**src/rtl/lcd4_pkg.sv**
```systemverilog
package lcd4_pkg;
  typedef enum logic [2:0] {
    ST_IDLE, ST_POLL_HI, ST_POLL_LO, ST_WR_HI, ST_WR_LO
  } step_t;

  typedef enum logic [1:0] {
    PH_SET, PH_HIGH, PH_LOW
  } phase_t;

  typedef struct packed {
    logic latchReq;
    logic loadSet;
    logic loadHigh;
    logic loadLow;
    logic sampleBusy;
    logic clrPoll;
    logic incPoll;
    logic setErr;
  } ctl_t;
endpackage

```
**src/rtl/lcd4_dpath.sv**
```systemverilog
module lcd4_dpath
  import lcd4_pkg::*;
#(
  parameter int SETUP_CYC  = 16,
  parameter int HIGH_CYC   = 120,
  parameter int LOW_CYC    = 130,
  parameter int POLL_LIMIT = 4096
) (
  input  logic       clk,
  input  logic       rstN,
  input  ctl_t       ctl,
  input  logic       lowNib,
  input  logic       reqRs,
  input  logic [7:0] reqData,
  input  logic [3:0] busIn,
  output logic       timerDone,
  output logic       busySeen,
  output logic       pollLast,
  output logic       rsHeld,
  output logic       errFlag,
  output logic [3:0] nibOut
);
  localparam int MAX_AB = (SETUP_CYC > HIGH_CYC) ? SETUP_CYC : HIGH_CYC;
  localparam int MAX_C  = (MAX_AB > LOW_CYC) ? MAX_AB : LOW_CYC;
  localparam int TW     = $clog2(MAX_C + 1);
  localparam int PW     = (POLL_LIMIT > 1) ? $clog2(POLL_LIMIT) : 1;

  logic [TW-1:0] timer;
  logic [PW-1:0] pollCnt;
  logic [7:0]    byteReg;
  logic          unusedAcBits;

  assign unusedAcBits = ^busIn[2:0];

  always_ff @(posedge clk) begin
    if (!rstN) begin
      timer    <= '0;
      pollCnt  <= '0;
      byteReg  <= '0;
      rsHeld   <= 1'b0;
      busySeen <= 1'b0;
      errFlag  <= 1'b0;
    end else begin
      if (ctl.loadSet)       timer <= TW'(SETUP_CYC - 1);
      else if (ctl.loadHigh) timer <= TW'(HIGH_CYC - 1);
      else if (ctl.loadLow)  timer <= TW'(LOW_CYC - 1);
      else if (timer != '0)  timer <= timer - 1'b1;

      if (ctl.clrPoll)      pollCnt <= '0;
      else if (ctl.incPoll) pollCnt <= pollCnt + 1'b1;

      if (ctl.latchReq) begin
        byteReg <= reqData;
        rsHeld  <= reqRs;
      end

      if (ctl.sampleBusy) busySeen <= busIn[3];

      if (ctl.latchReq)    errFlag <= 1'b0;
      else if (ctl.setErr) errFlag <= 1'b1;
    end
  end

  assign timerDone = (timer == '0);
  assign pollLast  = (pollCnt == PW'(POLL_LIMIT - 1));
  assign nibOut    = lowNib ? byteReg[3:0] : byteReg[7:4];
endmodule

```
**src/rtl/lcd4_ctrl.sv**
```systemverilog
module lcd4_ctrl
  import lcd4_pkg::*;
(
  input  logic clk,
  input  logic rstN,
  input  logic hostValid,
  input  logic timerDone,
  input  logic busySeen,
  input  logic pollLast,
  input  logic rsHeld,
  output ctl_t ctl,
  output logic lowNib,
  output logic hostReady,
  output logic lcdEn,
  output logic lcdRw,
  output logic lcdRs,
  output logic lcdDataOe
);
  step_t  step, nxtStep;
  phase_t phase, nxtPhase;

  always_ff @(posedge clk) begin
    if (!rstN) begin
      step  <= ST_IDLE;
      phase <= PH_SET;
    end else begin
      step  <= nxtStep;
      phase <= nxtPhase;
    end
  end

  always_comb begin
    ctl      = '0;
    nxtStep  = step;
    nxtPhase = phase;
    if (step == ST_IDLE) begin
      nxtPhase = PH_SET;
      if (hostValid) begin
        ctl.latchReq = 1'b1;
        ctl.clrPoll  = 1'b1;
        ctl.loadSet  = 1'b1;
        nxtStep      = ST_POLL_HI;
      end
    end else if (timerDone) begin
      case (phase)
        PH_SET: begin
          ctl.loadHigh = 1'b1;
          nxtPhase     = PH_HIGH;
        end
        PH_HIGH: begin
          ctl.sampleBusy = (step == ST_POLL_HI);
          ctl.loadLow    = 1'b1;
          nxtPhase       = PH_LOW;
        end
        default: begin
          nxtPhase    = PH_SET;
          ctl.loadSet = 1'b1;
          case (step)
            ST_POLL_HI: nxtStep = ST_POLL_LO;
            ST_POLL_LO: begin
              if (!busySeen) nxtStep = ST_WR_HI;
              else if (pollLast) begin
                ctl.setErr  = 1'b1;
                ctl.loadSet = 1'b0;
                nxtStep     = ST_IDLE;
              end else begin
                ctl.incPoll = 1'b1;
                nxtStep     = ST_POLL_HI;
              end
            end
            ST_WR_HI: nxtStep = ST_WR_LO;
            default: begin
              ctl.loadSet = 1'b0;
              nxtStep     = ST_IDLE;
            end
          endcase
        end
      endcase
    end
  end

  assign hostReady = (step == ST_IDLE);
  assign lcdEn     = (step != ST_IDLE) && (phase == PH_HIGH);
  assign lcdRw     = (step == ST_POLL_HI) || (step == ST_POLL_LO);
  assign lcdDataOe = (step == ST_WR_HI) || (step == ST_WR_LO);
  assign lcdRs     = lcdDataOe && rsHeld;
  assign lowNib    = (step == ST_WR_LO);
endmodule

```
**src/rtl/lcd4_master.sv**
```systemverilog
module lcd4_master
  import lcd4_pkg::*;
#(
  parameter int SETUP_CYC  = 16,
  parameter int HIGH_CYC   = 120,
  parameter int LOW_CYC    = 130,
  parameter int POLL_LIMIT = 4096
) (
  input  logic       clk,
  input  logic       rstN,
  input  logic       hostValid,
  input  logic       hostRs,
  input  logic [7:0] hostData,
  output logic       hostReady,
  output logic       busErr,
  output logic       lcdRs,
  output logic       lcdRw,
  output logic       lcdEn,
  output logic [3:0] lcdDataOut,
  output logic       lcdDataOe,
  input  logic [3:0] lcdDataIn
);
  ctl_t ctl;
  logic timerDone, busySeen, pollLast, rsHeld, lowNib;

  lcd4_ctrl u_ctrl (
    .clk(clk), .rstN(rstN), .hostValid(hostValid),
    .timerDone(timerDone), .busySeen(busySeen), .pollLast(pollLast),
    .rsHeld(rsHeld), .ctl(ctl), .lowNib(lowNib), .hostReady(hostReady),
    .lcdEn(lcdEn), .lcdRw(lcdRw), .lcdRs(lcdRs), .lcdDataOe(lcdDataOe)
  );

  lcd4_dpath #(
    .SETUP_CYC(SETUP_CYC), .HIGH_CYC(HIGH_CYC),
    .LOW_CYC(LOW_CYC), .POLL_LIMIT(POLL_LIMIT)
  ) u_dpath (
    .clk(clk), .rstN(rstN), .ctl(ctl), .lowNib(lowNib),
    .reqRs(hostRs), .reqData(hostData), .busIn(lcdDataIn),
    .timerDone(timerDone), .busySeen(busySeen), .pollLast(pollLast),
    .rsHeld(rsHeld), .errFlag(busErr), .nibOut(lcdDataOut)
  );
endmodule

```
**config.mk**
```make
export PLATFORM = sky130hd
export DESIGN_NAME = lcd4_master
export DESIGN_NICKNAME = d
export VERILOG_FILES = /design/src/rtl/lcd4_pkg.sv /design/src/rtl/lcd4_dpath.sv /design/src/rtl/lcd4_ctrl.sv /design/src/rtl/lcd4_master.sv
export SDC_FILE = /design/constraint.sdc
export NUM_CORES = 1
export LEC_CHECK = 0
export ABC_CLOCK_PERIOD_IN_PS = 5200
export BUFFER_PORTS_ARGS = -buffer_cell sky130_fd_sc_hd__buf_2
export CORE_MARGIN = 3
export CORE_UTILIZATION = 25
export DETAILED_ROUTE_END_ITERATION = 8
export GPL_ROUTABILITY_DRIVEN = 0
export RECOVER_POWER = 25
export SLEW_MARGIN = 20
export SYNTH_ARGS = -nofsm -noshare
export SYNTH_HDL_FRONTEND = slang
export SYNTH_SLANG_ARGS = --single-unit
```
**constraint.sdc**
```tcl
create_clock -name clk -period 5.2 [get_ports clk]
set_input_delay 0.52 -clock clk [delete_from_list [all_inputs] [get_ports clk]]
set_output_delay 0.52 -clock clk [all_outputs]
set_load 0.1 [all_outputs]
```
==> impl_summary.txt <==
----------------------------------------------------
[Clock tree]
  Number of hold buffers added after CTS ... 0
  H-Tree Depth ... 2
  Source-to-sink clock delay at the later pin of the worst-skew pair ... 0.29 ns
  Number of buffers created by CTS ... 5
  Clock-pin slew reported for the worst setup and hold paths after clock tree synthesis ... 0.07 ns
  Clock tree from TritonCTS ... yes
  Post-cts sizing count ... 0
  Post-CTS setup-driven buffer insertion count ... 0
  Clock tree root driver cell ... sky130_fd_sc_hd__clkbuf_8
  Number of buffers on the longest clock path ... 2
  Clock sink count ... 36

[Placed design]
  Number of placed cells counting well taps ... approximately 340
  Count of input and output buffers ... 22
  Detail Placement HPWL ... 3030 µm
  Post-Place Cell Area ... 2150 µm²

[Timing]
  Final period utilization ... 0.601
  Final Hold Slack ... 0.461 ns
  Number of failing setup endpoints in the final timing report ... 0
  Max-slew violation count ... 23
  Sum of negative setup slack ... 0 ns
  Setup repair after global routing missed its margin ... no
  Final worst path period need ... 3.12 ns
  Worst clock skew on the final layout ... 0.00749 ns
  Worst-Margin Slew ... 1.99 ns
  Timing-limited maximum frequency ... around 320 MHz
  Hold Fails Final Rpt ... 0
  Relative slew slack ... -0.338

[Route]
  Detail-routed net length per standard cell ... around 12 µm
  Starting DRT DRC Count ... 48
  Vias per Instance ... between 4 and 5
  Via count ... 1713
  Final wirelength ... roughly 4300 µm
  TritonRoute pass-1 iters ... 4
  Antenna Violating Nets Remaining ... 0
  Post-detailed-route DRC marker count ... 0

[Synthesis]
  Mux share of post-synthesis cell area ... 0.0336
  Largest family of logic cells by synthesized area ... simple AND/OR/NAND/NOR gates
  Dominant register cell in the synthesized netlist ... sky130_fd_sc_hd__dfxtp_1
  Share of synthesized cell area in full adder, half adder and majority cells ... 0.0127
  Area share of xor/xnor cells in the synthesized design ... 0.00888
  Top area cells in the synthesized netlist ... sky130_fd_sc_hd__dfxtp_1, sky130_fd_sc_hd__nand2_1, sky130_fd_sc_hd__a21oi_1
  Synthesis-stage register bit count ... 36
  Post-synthesis instance area ... 1970 µm²
  Post-synthesis async set-or-reset flop share ... 0
  Post-synthesis simple-gate area fraction ... 0.317
  Yosys synthesis warning count ... 0
  Synthesized area per cell ... 8.73 µm²
  Post-synthesis sequential area ratio ... 0.365
  Complex-gate fraction of the synthesized area ... 0.220
  Instance count of the mapped netlist ... around 230
  Library cells used by synthesis ... 54
  Cell type with the highest aggregate area in the netlist ... sky130_fd_sc_hd__dfxtp_1
  Number of synthesized flops with an enable pin ... 0
  Mapped Nets ... ~240
  Proportion of netlist area held by the largest area contributor ... 0.365
  Most common cell in the synthesized netlist ... sky130_fd_sc_hd__dfxtp_1
  List of most frequent post-synthesis cells ... sky130_fd_sc_hd__dfxtp_1, sky130_fd_sc_hd__nand2_1, sky130_fd_sc_hd__a21oi_1

[Layout]
  Growth of design area from synthesis to finish ... 12.7%
  Share of cells above drive strength 1 ... 0.191
  Area of all placed cells without fillers ... between 2000 and 2500 µm²
  Inserted Diodes ... 0
  Flip-flop and latch area ... 721 µm²
  Final standard cell count with taps included and fillers excluded ... 345
  Area of the multi-input gates ... approximately 1100 µm²
  Final-stage net count ... 263
  Fillers ... approximately 800

[Status]
  Run status ... finished with violations
  Failing checks ... capacitance limit, slew limit

[Power]
  IR drop worst, VDD ... between 0.00015 and 0.0002 V
  Lkg Pwr ... 0.775 nW
  Power Dens Cells ... roughly 310 nW/µm²

[Global route]
  Antenna violations before repair ... 0
  First-pass GRT wire length ... 7630 µm
  Routing usage on met3 ... 0.0223
  Global routing's busiest layer ... met2
  Global-route met1 utilization ... 0.133
  Largest net degree at the start of global routing ... 21
  Via count of the first global-routing pass ... 1642
  Global routing usage on met2 ... 0.171
  GRT Util Overall ... 0.105
  Overflow left after global routing ... 0

[Worst setup path]
  Element type at the critical path start ... flop
  Internal reg-to-reg setup slack ... 2.08 ns
  Reg2Reg Capture Point ... u_dpath.timer[1]
  Max FO, Critical Path ... 11
  Data required, critical path ... 5.43 ns
  Startpoint of the lowest-slack register-to-register path ... u_dpath.timer[7]
  Cell count of the worst reg-to-reg path ... 4
  Setup Crit Path Kind ... reg -> reg
  Worst endpoint data arrival time ... 3.36 ns
  Type of destination of the critical path ... flop

[Run]
  Max capacitance violation total ... 2

[Floorplan]
  Area of the die ... 8990 µm²
  Core outline area ... 7450 µm²
  Die X-Extent ... approximately 95 µm
  Num rows ... 31
  Initial Utilization ... 0.265
  I/O pin total ... 26
  Floorplan die height ... 94.8 µm

[Min path]
  Depth of the worst hold-timing path ... 2
  Classification of the worst-slack hold path ... reg -> reg
  Terminating pin of the worst hold path ... u_dpath.byteReg[6]
  Startpoint of the most critical hold path ... u_dpath.byteReg[6]

----------------------------------------------------
## layer usage
metal  wire [µm]  vias to the layer above
met5           0                        -
met1        2110                      795
li1            -                      886
met4          65                        0
met2        1930                       27
met3         162                        5
## metrics by stage
stage | setup slack, ns | utilization | total power [W]
final | 2.08 | 0.298 | 0.000682
after global routing | 1.76 | 0.298 | 0.000719
after CTS | 2.37 | 0.301 | 0.000698
after floorplan | 1.55 | - | 0.000461
after global placement | 2.68 | 0.289 | 0.000485
after detailed placement | 2.70 | 0.289 | 0.000487
## final cells by class
type / count / area share
tap: 99 / 0.0557
sequential: 36 / 0.324
timing repair buffer: 23 / 0.0524
clock buffer: 6 / 0.0372
clock inverter: 2 / 0.00450
inverter: 6 / 0.0101
multi-input combinational: 173 / 0.516
## power breakdown
part	switching [W]	leakage [nW]	internal, W
combinational	0.000102	0.431	0.0000607
sequential	0.0000191	0.293	0.000292
clock	0.000102	0.0510	0.000106
## critical path: stages, from the launching register on
cell                      delay (ns)
sky130_fd_sc_hd__dfxtp_1        0.35
sky130_fd_sc_hd__nor4_1         1.59
sky130_fd_sc_hd__nand2_1        0.40
sky130_fd_sc_hd__o41ai_4        0.53
sky130_fd_sc_hd__o31a_1         0.19
## flip-flops by register name (all words and copies together) (netlist names)
register / flops
u_ctrl.phase: 2
u_ctrl.step: 3
u_dpath.busySeen: 1
u_dpath.byteReg: 8
u_dpath.errFlag: 1
u_dpath.pollCnt: 12
u_dpath.rsHeld: 1
u_dpath.timer: 8
## kinds of logic after synthesis
kind of cell    Yosys count
mux                       6
fa+ha+maj                 2
xor+xnor                  2
flops                    36
simple gates            103
buf+inv                  17
compound gates           60
## worst max path at each step
| stage | depth (start not counted) | to | start |
|---|---|---|---|
| after global placement | 4 | lcdRs | u_ctrl.step[2] |
| after global routing | 4 | u_dpath.timer[0] | u_dpath.timer[6] |
| after floorplan | 5 | u_dpath.timer[7] | u_ctrl.step[1] |
| final | 4 | u_dpath.timer[1] | u_dpath.timer[7] |
| after CTS | 3 | lcdDataOut[3] | u_ctrl.step[2] |
| after detailed placement | 3 | lcdDataOut[3] | u_ctrl.step[2] |
## cells in the final DEF (no fill, tap or decap), drive strengths merged, types with 3 or more instances in the layout
| cell | n |
|---|---|
| dfxtp | 36 |
| nand2 | 29 |
| buf | 22 |
| a21oi | 17 |
| nor2 | 13 |
| a21boi | 10 |
| or4 | 8 |
| o31ai | 7 |
| nor3 | 7 |
| or3 | 7 |
| clkbuf | 7 |
| inv | 6 |
| nand3 | 6 |
| mux2 | 5 |
| o21ai | 5 |
| nand4 | 5 |
| nand2b | 4 |
| nor2b | 4 |
| o21a | 4 |
| nor3b | 3 |
| and2 | 3 |
| and3 | 3 |
Power figures use the tool's default switching activity.
